$ cat src/rtl/sw2x2_pkg.sv
package sw2x2_pkg;
  localparam int unsigned NUM_PORTS = 2;
  typedef enum logic {
    PORT_UP = 1'b0,
    PORT_DN = 1'b1
  } port_e;
endpackage

$ cat src/rtl/sw2x2_req.sv
module sw2x2_req
  import sw2x2_pkg::*;
(
  input  logic                 vld_i,
  input  logic                 dst_i,
  output logic [NUM_PORTS-1:0] req_o
);
  for (genvar p = 0; p < NUM_PORTS; p++) begin : g_req
    assign req_o[p] = vld_i && (dst_i == p[0]);
  end
endmodule

$ cat src/rtl/sw2x2_arb.sv
module sw2x2_arb
  import sw2x2_pkg::*;
(
  input  logic                 clk_i,
  input  logic                 rst_ni,
  input  logic [NUM_PORTS-1:0] a_req_i,
  input  logic [NUM_PORTS-1:0] b_req_i,
  output logic [NUM_PORTS-1:0] a_gnt_o,
  output logic [NUM_PORTS-1:0] b_gnt_o,
  output logic                 a_blk_o,
  output logic                 b_blk_o
);
  logic clash;
  logic favor_b_q;  // 0: A wins the next conflict

  assign clash   = |(a_req_i & b_req_i);
  assign a_blk_o = clash && favor_b_q;
  assign b_blk_o = clash && !favor_b_q;
  assign a_gnt_o = a_blk_o ? '0 : a_req_i;
  assign b_gnt_o = b_blk_o ? '0 : b_req_i;

  always_ff @(posedge clk_i or negedge rst_ni) begin
    if (!rst_ni) favor_b_q <= 1'b0;
    else if (clash) favor_b_q <= !favor_b_q;
  end

  assert_prio_flip_R6: assert property (@(posedge clk_i) disable iff (!rst_ni)
    clash |=> (favor_b_q != $past(favor_b_q)));
  assert_prio_hold_R6: assert property (@(posedge clk_i) disable iff (!rst_ni)
    !clash |=> $stable(favor_b_q));
  assert_gnt_excl_R5: assert property (@(posedge clk_i) disable iff (!rst_ni)
    (a_gnt_o & b_gnt_o) == '0);
endmodule

$ cat src/rtl/sw2x2_out.sv
module sw2x2_out #(
  parameter int unsigned DATA_W = 8
) (
  input  logic              clk_i,
  input  logic              rst_ni,
  input  logic              take_a_i,
  input  logic              take_b_i,
  input  logic [DATA_W-1:0] a_dat_i,
  input  logic [DATA_W-1:0] b_dat_i,
  output logic              vld_o,
  output logic [DATA_W-1:0] dat_o
);
  always_ff @(posedge clk_i or negedge rst_ni) begin
    if (!rst_ni) begin
      vld_o <= 1'b0;
      dat_o <= '0;
    end else begin
      vld_o <= take_a_i || take_b_i;
      if (take_a_i)      dat_o <= a_dat_i;
      else if (take_b_i) dat_o <= b_dat_i;
    end
  end

  assert_one_src_R5: assert property (@(posedge clk_i) disable iff (!rst_ni)
    !(take_a_i && take_b_i));
endmodule

$ cat src/rtl/sw2x2_router.sv
module sw2x2_router
  import sw2x2_pkg::*;
#(
  parameter int unsigned DATA_W = 8
) (
  input  logic              clk_i,
  input  logic              rst_ni,
  input  logic              a_vld_i,
  input  logic              a_dst_i,
  input  logic [DATA_W-1:0] a_dat_i,
  input  logic              b_vld_i,
  input  logic              b_dst_i,
  input  logic [DATA_W-1:0] b_dat_i,
  output logic              a_blk_o,
  output logic              b_blk_o,
  output logic              up_vld_o,
  output logic [DATA_W-1:0] up_dat_o,
  output logic              dn_vld_o,
  output logic [DATA_W-1:0] dn_dat_o
);
  logic [NUM_PORTS-1:0] a_req, b_req, a_gnt, b_gnt;
  logic [NUM_PORTS-1:0] o_vld;
  logic [DATA_W-1:0]    o_dat [NUM_PORTS];

  sw2x2_req u_req_a (.vld_i(a_vld_i), .dst_i(a_dst_i), .req_o(a_req));
  sw2x2_req u_req_b (.vld_i(b_vld_i), .dst_i(b_dst_i), .req_o(b_req));

  sw2x2_arb u_arb (
    .clk_i, .rst_ni,
    .a_req_i(a_req), .b_req_i(b_req),
    .a_gnt_o(a_gnt), .b_gnt_o(b_gnt),
    .a_blk_o, .b_blk_o
  );

  for (genvar p = 0; p < NUM_PORTS; p++) begin : g_out
    sw2x2_out #(.DATA_W(DATA_W)) u_out (
      .clk_i, .rst_ni,
      .take_a_i(a_gnt[p]), .take_b_i(b_gnt[p]),
      .a_dat_i, .b_dat_i,
      .vld_o(o_vld[p]), .dat_o(o_dat[p])
    );
  end

  assign up_vld_o = o_vld[PORT_UP];
  assign up_dat_o = o_dat[PORT_UP];
  assign dn_vld_o = o_vld[PORT_DN];
  assign dn_dat_o = o_dat[PORT_DN];

  assert_blk_excl_R8: assert property (@(posedge clk_i) disable iff (!rst_ni)
    !(a_blk_o && b_blk_o));
  assert_blk_cause_R8: assert property (@(posedge clk_i) disable iff (!rst_ni)
    (a_blk_o || b_blk_o) |-> (a_vld_i && b_vld_i && a_dst_i == b_dst_i));
  assert_a_route_R2: assert property (@(posedge clk_i) disable iff (!rst_ni)
    (a_vld_i && !a_blk_o && !a_dst_i) |=> (up_vld_o && up_dat_o == $past(a_dat_i)));
  assert_b_route_R3: assert property (@(posedge clk_i) disable iff (!rst_ni)
    (b_vld_i && !b_blk_o && b_dst_i) |=> (dn_vld_o && dn_dat_o == $past(b_dat_i)));
  assert_idle_R7: assert property (@(posedge clk_i) disable iff (!rst_ni)
    (!a_vld_i && !b_vld_i) |=> (!up_vld_o && !dn_vld_o));
endmodule

$ cat config.mk
export PLATFORM = sky130hd
export DESIGN_NAME = sw2x2_router
export DESIGN_NICKNAME = d
export VERILOG_FILES = /design/src/rtl/sw2x2_pkg.sv /design/src/rtl/sw2x2_req.sv /design/src/rtl/sw2x2_arb.sv /design/src/rtl/sw2x2_out.sv /design/src/rtl/sw2x2_router.sv
export SDC_FILE = /design/constraint.sdc
export NUM_CORES = 1
export LEC_CHECK = 0
export BUFFER_PORTS_ARGS = -buffer_cell sky130_fd_sc_hd__buf_4
export CAP_MARGIN = 15
export CORE_MARGIN = 3
export CORE_UTILIZATION = 49
export CTS_CLUSTER_SIZE = 12
export DETAILED_ROUTE_END_ITERATION = 7
export MAX_ROUTING_LAYER = met4
export PLACE_DENSITY = 0.82
export SYNTH_ARGS = -nofsm -noshare
export SYNTH_HDL_FRONTEND = slang
export SYNTH_HIERARCHICAL = 1
export SYNTH_SLANG_ARGS = --single-unit
$ cat constraint.sdc
create_clock -name clk_i -period 3.1 [get_ports clk_i]
set_input_delay 0.62 -clock clk_i [delete_from_list [all_inputs] [get_ports clk_i]]
set_output_delay 0.62 -clock clk_i [all_outputs]
set_load 0.02 [all_outputs]
# After elaboration in Yosys (flattened, before gate mapping)
# Cells that the tools add are included.
# op_classes
muxes	6
n_reduce_logical	12
n_bitwise	3
# ops
cell	count
$mux W8	4
$logic_and A1 B1 Y1	6
$mux W2	2
$reduce_bool A2 Y1	2
$and A2 B2 Y2	1
$logic_or A1 B1 Y1	2
$not A1 Y1	2
$reduce_or A2 Y1	1
$logic_not A1 Y1	1
# totals
out_inout_bits	20
wordCells	26
regBits	19

# Logic depth before layout (Yosys ltp)
# Gate-level depths: netlist (run 1).
# logic_depth
ltp_word	8
ltp_mapped	6

# Hierarchy
# The synthesis (run 1) kept the hierarchy.
# by_module_without_submodules
module	instances	area_per_inst_um2	cells_per_inst	seq_area_each_um2
sw2x2_out	2	404.1	36	225.2
sw2x2_arb	1	113.9	13	25.0
sw2x2_req	2	16.3	2	0.0

# Worst setup path before layout (run 1)
# OpenSTA, ideal clock, no wires.
# synth_timing
path_kind	input-to-reg
from	input b_dst_i
to	register g_out[1].u_out.dat_o[2]
required_ns	2.979
arrival_time_ns	1.861
slack_ns	1.118
n_path_buf	1
setup_ns	0.121
cell_stages	5
path_cell_list	and2b_2 a21o_2 a21boi_0 buf_6 o21ai_1
# synth_via
elab_chain_cells	7
word_cells_on_any_way	11
cone_classes	mux (3); bitwise (2); reduce/logical (6)
# synth_rtl
element	line_no	text
start: declaration	sw2x2_router.sv:12	input logic b_dst_i,
$not A1 Y1	sw2x2_req.sv:9	assign req_o[p] = vld_i && (dst_i == p[0]);
$logic_and A1 B1 Y1	sw2x2_req.sv:9	
$and A2 B2 Y2 (*)	sw2x2_arb.sv:16	assign clash = |(a_req_i & b_req_i);
$reduce_or A2 Y1 (*)	sw2x2_arb.sv:16	
$logic_and A1 B1 Y1 (*)	sw2x2_arb.sv:17	assign a_blk_o = clash && favor_b_q;
$mux W2 (*)	sw2x2_arb.sv:19	assign a_gnt_o = a_blk_o ? '0 : a_req_i;
via a_gnt[1]	sw2x2_router.sv:21	logic [NUM_PORTS-1:0] a_req, b_req, a_gnt, b_gnt;
$mux W8 or $reduce_bool A2 Y1 (tied branches)	-	
end signal: assignment	sw2x2_out.sv:19	if (take_a_i) dat_o <= a_dat_i;
end signal: assignment	sw2x2_out.sv:20	else if (take_b_i) dat_o <= b_dat_i;
end: declaration	sw2x2_out.sv:11	output logic [DATA_W-1:0] dat_o
# Mark *: on every way through the listed nets, which the timed path passes. The rest lies on a longest branch.
# A chain may end at the register's enable or synchronous reset.

# Worst setup path after layout (run 1)
# layout_timing
from	input b_vld_i
to	output a_blk_o
# layout_via
elab_chain_cells	4
word_cells_on_any_way	5
cone_classes	bitwise (1); reduce/logical (4)
# layout_rtl
element	line_no	text
start: declaration	sw2x2_router.sv:11	input logic b_vld_i,
$logic_and A1 B1 Y1	sw2x2_req.sv:9	
via b_req[0]	sw2x2_router.sv:21	
$and A2 B2 Y2	sw2x2_arb.sv:16	
$reduce_or A2 Y1	sw2x2_arb.sv:16	
$logic_and A1 B1 Y1	sw2x2_arb.sv:17	
end: declaration	sw2x2_router.sv:14	output logic a_blk_o,
# The timed path passes the listed nets, and every way through them passes these cells.

==> results.md, run 1 <==
Run status:
- The run finished with clean final reports.

Power and ir drop:
- The total power per unit cell area is 609.4 nW/um^2.
- The peak ir drop on the vdd network is between 0.4 and 0.5 mV.
- The static leakage is 0.0006098 uW.

Synth:
- Averaged over all synthesized cells, the footprint is between 10 and 15 sq um.
- In this run, synthesis inferred 0 flip-flops with an integrated enable.
- The share of synthesized area in the top cell type comes to 0.4980.
- Counting every instance in the synthesized netlist gives just under 90.
- The sequential area share after synthesis is 0.4980.
- The leading cell type by number of instances after synthesis is sky130_fd_sc_hd__dfrtp_1.
- Synthesis inferred 19 register bits.
- By area the synthesized netlist is led by sky130_fd_sc_hd__dfrtp_1 50%, sky130_fd_sc_hd__mux2i_1 17%, sky130_fd_sc_hd__o21ai_1 8.4%.
- The post-synthesis cell type count is 16.
- The async set-or-reset flop fraction in the synthesized netlist is 1.000.
- The largest total area in the synthesized netlist belongs to sky130_fd_sc_hd__dfrtp_1.
- When the netlist entered floorplanning its net count stood at about 110.
- The commonest cells after synthesis are 19 x sky130_fd_sc_hd__dfrtp_1, 16 x sky130_fd_sc_hd__mux2i_1, 16 x sky130_fd_sc_hd__nand2_1, 16 x sky130_fd_sc_hd__o21ai_1, 4 x sky130_fd_sc_hd__buf_6.
- During synthesis, Yosys emitted a total of 6 warnings.
- The cell area after technology mapping is ~950 sq um.
- The most instantiated flip-flop cell in the synthesis netlist is sky130_fd_sc_hd__dfrtp_1.

STA:
- The fraction of the cycle the final worst path needs is 0.6601.
- The number of hold violations in the final report is 0.
- The worst-case setup margin in the final layout is 1.054 ns.
- Setup violations remaining at the end of the flow were counted as 0.
- Setup repair after global routing left no endpoint under its margin.
- The post-route setup TNS is 0 ns.
- For the pin with the worst max-slew slack, the measured transition is 0.5898 ns.
- The clock period could shrink to a little over 2 ns.
- Headroom to the max-slew limit came out at 0.6060.
- Timing would allow up to a little under 500 MHz.
- On the final layout, the worst clock skew is 0.002065 ns.
- The final count of pins violating max slew is 0.

Setup path:
- Of all nets on the critical path, the largest fanout is 5.
- The endpoint identified for the worst register-to-register timing path is g_out[0].u_out/dat_o[4]$_DFFE_PN0P_.
- In this design, the stage delay of the slowest critical-path cell is about 0.25 ns.
- The most used cell along the critical path is sky130_fd_sc_hd__buf_4.
- Data arrives at the worst endpoint at approximately 1.4 ns.
- The reg-to-reg setup timing slack is approximately 1.6 ns.
- The worst setup path is captured at an output port.
- The critical path goes through buf_4 > and2b_2 > a22oi_2 > nor2b_1 > buf_4.
- The launch instance of the worst register-to-register path is u_arb/favor_b_q$_DFFE_PN0N_.
- The category of the worst setup path launch point is an input port.
- The depth of the worst register-to-register path is 3.
- The library cell contributing the largest single delay on the critical path is sky130_fd_sc_hd__a22oi_2.
- The required time of the critical path is about 2.5 ns.
- The worst setup path is of the in2out kind.
- The most critical setup path has its startpoint at b_vld_i.

Clock tree:
- The cts-stage hold buffer count is 0.
- CTS built an H-tree with a depth of 1.
- The clock-pin slew on the worst setup and hold paths is about 0.11 ns.
- The clock tree root driver cell is sky130_fd_sc_hd__clkbuf_4.
- The CTS tree is yes.
- The number of buffers on the longest clock path is 2.
- The total setup buffers inserted after CTS is 0.
- In this run, post-CTS repair resized a total of 0 instances.
- The clock latency on the worst-skew pair is between 0.2 and 0.3 ns.
- The count of clock tree sinks is 19.
- The number of CTS-inserted buffers is 3.

Global route:
- In the global route stage, overall resource usage came out at 0.1864.
- Entering global routing, the biggest net connects 20 pins.
- The number of global-route vias before repair was between 700 and 800.
- The initial antenna violation count was 0.
- The total overflow left after global routing is 0.
- The global-route wire length before repair is between 3 and 4 mm.

Die:
- The core footprint is about 1800 sq um.
- The chip width is 50.14 um.
- The die extent in y is ~50 um.
- The die covers ~2500 sq um.
- The I/O pin total is 42.
- The floorplan has 15 rows.
- The effective utilization at floorplan is 0.5354.

Finish:
- At the end of the flow, the number of nets in the layout was between 150 and 200.
- Compared with the post-synthesis result, the final layout area differs by 35.12%.
- Across the whole layout, storage elements account for ~480 sq um.
- The combined area of the multi-input logic cells is around 430 sq um.
- The core utilization of the finished layout is 0.7235.
- The ratio of cells with drive above 1 in the final layout is 0.4015.
- The count of inserted antenna diode cells is 0.
- The filler cell count is 149.

Job:
- Across the run, the number of max-cap violations was 0.

Detailed routing:
- Using the TritonRoute via totals, the vias-per-cell ratio works out to around 5.0.
- The post-route antenna net violation count is 0.
- For this run, the detailed router's first-pass iteration total came to 4.
- The number of vias in the routed layout is between 700 and 800.
- The per-cell routed wire length is 13.66 um.
- The violation count after the first detailed-route iteration is 9.
- The number of remaining DRC errors is 0.
- Wires add up to approximately 2.1 mm.

Placed design:
- The weighted congestion reported at the end of routability-driven placement is between 0.7 and 0.8.
- Detailed placement finished with a half-perimeter wire length of roughly 1.6 mm.
- The post-placement setup slack is about 0.97 ns.
- In this run the tool buffered the top-level ports with between 40 and 50 buffer cells.

Worst hold path:
- The path type of the worst min-delay path is in2async.
sequential cells by signal, summed over array words and instances, names as in the netlist:
signal and count:
g_out.u_out/dat_o 16, g_out.u_out/vld_o 2, u_arb/favor_b_q 1
metal layers:
layer,GRT usage,wire [um],vias to the layer above
met5,-,0,-
met4,0.08756,47,0
met3,0.02077,110,6
met2,0.2957,998,30
met1,0.2385,988,359
li1,-,-,396
cells in the final DEF (no fill, tap or decap):
| cell type | instances |
|---|---|
| sky130_fd_sc_hd__mux2i_1 | 16 |
| sky130_fd_sc_hd__nand2_1 | 16 |
| sky130_fd_sc_hd__a21o_2 | 2 |
| sky130_fd_sc_hd__or2_1 | 2 |
| sky130_fd_sc_hd__clkbuf_1 | 1 |
| sky130_fd_sc_hd__nor2_1 | 1 |
| sky130_fd_sc_hd__nor2b_1 | 1 |
| sky130_fd_sc_hd__a21oi_1 | 2 |
| sky130_fd_sc_hd__xnor2_1 | 1 |
| sky130_fd_sc_hd__a21boi_1 | 2 |
| sky130_fd_sc_hd__dfrtp_1 | 19 |
| sky130_fd_sc_hd__and2_2 | 2 |
| sky130_fd_sc_hd__clkbuf_4 | 3 |
| sky130_fd_sc_hd__buf_4 | 43 |
| sky130_fd_sc_hd__a22oi_2 | 1 |
| sky130_fd_sc_hd__and2b_2 | 2 |
| sky130_fd_sc_hd__o21ai_1 | 16 |
| sky130_fd_sc_hd__o21a_1 | 2 |
power by group:
part           switching (uW)  internal (uW)
Combinational             163            144
Sequential               44.9            308
Clock                    76.1           50.1
logic make-up after synthesis:
group,Yosys count,share of synthesized area
AO/OA/AOI/OAI,25,0.1573
AND/OR/NAND/NOR,24,0.1206
flip-flops,19,0.4980
multiplexers,16,0.1678
buffers and inverters,4,0.04718
XOR/XNOR,1,0.009176
layout make-up:
cell class	count	area share
sequential	19	0.3686
multi-input combinational	66	0.3366
timing repair buffer	43	0.2502
tap	25	0.02425
clock buffer	4	0.02037
worst max-delay path: cells and delay by family:
kind	cells	cell delay, ns
compound gates	1	0.25
buf+inv	2	0.27
simple gates	2	0.29
worst max-delay path by stage:
stage	endpoint	slack (ns)	depth (start not counted)
6_report	a_blk_o	1.05	5
5_1_grt	a_blk_o	0.98	5
4_1_cts	a_blk_o	1.05	5
3_5_place_dp	g_out[0].u_out/dat_o[4]$_DFFE_PN0P_	0.97	7
3_3_place_gp	g_out[0].u_out/dat_o[3]$_DFFE_PN0P_	1.04	6
2_1_floorplan	g_out[1].u_out/dat_o[2]$_DFFE_PN0P_	1.12	5
through the flow:
step           power (uW)  hold WS, ns  instance area [sq um]  std cells
6_report            786.1       0.1724                   1290        157
3_5_place_dp        665.0       0.5055                   1264        153
4_1_cts             793.0       0.1715                   1290        157
5_1_grt             833.1       0.1656                   1290        157
3_3_place_gp        657.2       0.5048                   1264        153
2_1_floorplan       525.7       0.3244                  954.7         89
(Power assumes the default switching activity.)
==> run 2, diff against run 1 <==
- CORE_UTILIZATION: 49 -> 41
- PLACE_DENSITY: 0.82 -> 0.74
- clock period: 3.1 -> 1.86 ns (I/O delays scaled with it)
==> run 2 against run 1 <==
  * Sequential cell count stayed put
  * Register-to-register slack worse by 1.2 ns
  * Sequential power is 66% higher
  * Critical path type unchanged
  * Critical endpoint unchanged
  * Largest cell class unchanged
  * Highest routed layer unchanged
==> results.md, run 2 (synthesized netlist as in run 1, its figures left out) <==
Setup path:
- The reg-to-reg setup timing slack is 0.45 ns (was 1.64 ns).
- The most used cell along the critical path is sky130_fd_sc_hd__buf_4 (unchanged).
- The kind of capture point of the worst setup path is an output port (unchanged).
- The buffers plus inverters on the worst setup path is 2 (unchanged).
- The largest stage delay on the critical path is 0.25 ns (about the same).
- The start point of the critical path was b_vld_i (unchanged).
- The category of the most critical setup path is in2out (unchanged).
- List of cells traversed by the critical path: buf_4 > and2b_2 > a22oi_2 > nor2b_1 > buf_4 (unchanged).
- The worst reg2reg path endpoint is g_out[1].u_out/dat_o[5]$_DFFE_PN0P_ (was g_out[0].u_out/dat_o[4]$_DFFE_PN0P_).
- The kind of cell adding the most delay to the critical path was simple AND/OR/NAND/NOR gates (unchanged).
- The critical path capture point was a_blk_o (unchanged).
- The worst path arrival time was 1.18 ns (was 1.43 ns).
- The category of the worst setup path launch point is an input port (unchanged).
- The maximum fanout encountered on the critical timing path is 5 (unchanged).
- The library cell contributing the largest single delay on the critical path is sky130_fd_sc_hd__a22oi_2 (unchanged).
- The depth of the worst register-to-register path is 3 (unchanged).
- The number of gates on the worst path with buffers counted is 5 (unchanged).
- The launch instance of the worst register-to-register path is u_arb/favor_b_q$_DFFE_PN0N_ (unchanged).
- The required time of the critical path came to 1.49 ns (was 2.48 ns).

Detailed routing:
- The count of TritonRoute iterations in the first routing pass came to 4 (unchanged).
- The per-cell routed wire length came to 12.88 um (was 13.66 um).
- The violation count after the first detailed-route iteration is 14 (was 9).
- The routed via count divided by cell count is 4.841 (was 5.038).
- The post-route antenna net violation count is 0 (unchanged).
- The post-detailed-routing wire length is 2.113 mm (was 2.144 mm).
- The number of vias in the routed layout is 794 (was 791).
- The number of remaining DRC errors is 0 (unchanged).

STA:
- The final count of pins violating max slew was 0 (unchanged).
- The worst slew slack as a fraction of its limit is 0.6691 (was 0.6060).
- Unrepaired setup endpoints after global routing: false (unchanged).
- The worst path in the final design needs a cycle of about 1.5 ns, including I/O delays and setup.
- The fraction of the cycle the final worst path needs is 0.8333.
- The worst clock skew on the final layout is 0.002732 ns (was 0.002065 ns).
- The slew at the pin closest to its max-slew limit is 0.4964 ns (was 0.5898 ns).
- The highest attainable clock frequency is approximately 650 MHz.
- The number of failing setup endpoints in the final timing report came to 0 (unchanged).
- The post-route setup TNS is 0 ns (unchanged).
- The number of hold violations in the final report is 0 (unchanged).

Clock tree:
- The clock latency on the worst-skew pair is 0.30 ns (was 0.29 ns).
- The clock-pin slew on the worst setup and hold paths is 0.10 ns (was 0.11 ns).
- The H-tree depth is 1 (unchanged).
- The post-cts repair resize count is 0 (unchanged).
- The number of buffers on the longest clock path was 2 (unchanged).
- The total setup buffers inserted after CTS was 0 (unchanged).
- The CTS tree is yes (unchanged).
- The number of CTS-inserted buffers is 3 (unchanged).
- The clock tree root driver cell is sky130_fd_sc_hd__clkbuf_4 (unchanged).
- The count of clock tree sinks is 19 (unchanged).
- The cts-stage hold buffer count is 1 (was 0).

Finish:
- The area added between synthesis and finish is 39.58% (was 35.12%).
- Commonest cells after routing, fill and taps aside: 47 x sky130_fd_sc_hd__buf_4, 19 x sky130_fd_sc_hd__dfrtp_1, 16 x sky130_fd_sc_hd__mux2i_1, 16 x sky130_fd_sc_hd__nand2_1, 16 x sky130_fd_sc_hd__o21ai_1 (was 43 x sky130_fd_sc_hd__buf_4, 19 x sky130_fd_sc_hd__dfrtp_1, 16 x sky130_fd_sc_hd__mux2i_1, 16 x sky130_fd_sc_hd__nand2_1, 16 x sky130_fd_sc_hd__o21ai_1).
- The most common library cell in the layout ignoring fill and taps is sky130_fd_sc_hd__buf_4 (unchanged).
- The core utilization of the finished layout is 0.6400 (was 0.7235).
- The ratio of cells with drive above 1 in the final layout is 0.4161 (was 0.4015).
- Regs by FF count: g_out.u_out/dat_o: 16 flops, g_out.u_out/vld_o: 2 flops, u_arb/favor_b_q: 1 flops (unchanged).
- The flip-flop count of the largest register, all copies and words added is 16 (unchanged).
- The largest register by flop count was g_out.u_out/dat_o (unchanged).
- The number of nets at the end of the flow is 160 (was 155).
- The count of inserted antenna diode cells is 0 (unchanged).

Power and ir drop:
- The static leakage is 0.0006347 uW (was 0.0006098 uW).
- The peak ir drop on the vdd network was 0.6439 mV (was 0.4099 mV).
- The total power per unit cell area is 988.8 nW/um^2 (was 609.4 nW/um^2).

Die:
- The row count is 16 (was 15).
- The effective utilization at floorplan is 0.4585 (was 0.5354).
- The chip width came to 54.26 um (was 50.14 um).
- The die extent in y is 54.26 um (was 50.14 um).
- The full die area is 2944 sq um (was 2514 sq um).
- The I/O pin total is 42 (unchanged).
- The core footprint was 2082 sq um (was 1783 sq um).

Worst hold path:
- The path type of the worst min-delay path is in2reg (was in2async).

Job:
- The count of max-cap constraint violations is 0 (unchanged).

Global route:
- The maximum number of pins on one net before global-route repair was 20 (unchanged).
- The number of global-route vias before repair was 818 (was 793).
- The initial antenna violation count is 0 (unchanged).
- The total global routing overflow is 0 (unchanged).
- The global-route wire length before repair is 3.574 mm (was 3.539 mm).
- The total track usage is 0.1749 (was 0.1864).

Placed design:
- The count of input and output buffers is 41 (unchanged).
- The weighted congestion reported at the end of routability-driven placement is 0.7649 (was 0.7690).
- The detailed placer's ending HPWL is 1.663 mm (was 1.604 mm).

Run status:
- Run status: finished clean (unchanged).
-- run 2: metrics by stage --
| stage | cells | worst slack [ns] | total power, uW | area [sq um] | hold slack [ns] |
|---|---|---|---|---|---|
| 2_1_floorplan | 89 | 0.1259 | 876.1 | 954.7 | 0.07641 |
| 3_3_place_gp | 159 | 0.1599 | 1106 | 1296 | 0.2598 |
| 3_5_place_dp | 159 | 0.08917 | 1121 | 1296 | 0.2586 |
| 4_1_cts | 164 | 0.3025 | 1333 | 1333 | 0.2813 |
| 5_1_grt | 164 | 0.2646 | 1415 | 1333 | 0.2794 |
| 6_report | 164 | 0.3101 | 1318 | 1333 | 0.2891 |
-- run 2: metal layers --
metal  vias up  track usage  part of all wire
li1        405            -                 -
met1       359       0.2148              0.43
met2        25       0.2789              0.49
met3         5      0.05177             0.062
met4         0      0.04979             0.013
met5         -            -                 0
-- run 2: area by class of cell --
type	instances	area, sq um
fill	188	749.5
tap	27	33.78
clock buffer	4	26.28
timing repair buffer	48	362.8
sequential	19	475.5
multi-input combinational	66	434.2
-- run 2: where the power goes --
group          switching (uW)  internal (uW)
clock                     124           83.6
sequential               73.4            513
combinational             273            250
-- run 2: tightest hold or removal path: stages --
cell	delay, ns
sky130_fd_sc_hd__buf_4	0.08
sky130_fd_sc_hd__nand2_1	0.04
sky130_fd_sc_hd__o21ai_1	0.06
-- run 2: worst min path at each step --
stage / start / endpoint / cells after the start
finish: a_dat_i[1] / g_out[1].u_out/dat_o[1]$_DFFE_PN0P_ / 3
global route: a_dat_i[7] / g_out[0].u_out/dat_o[7]$_DFFE_PN0P_ / 3
CTS: a_dat_i[7] / g_out[0].u_out/dat_o[7]$_DFFE_PN0P_ / 3
detailed placement: rst_ni / g_out[0].u_out/vld_o$_DFF_PN0_ / 1
global placement: rst_ni / u_arb/favor_b_q$_DFFE_PN0N_ / 1
floorplan: rst_ni / g_out[0].u_out/dat_o[0]$_DFFE_PN0P_ / 0
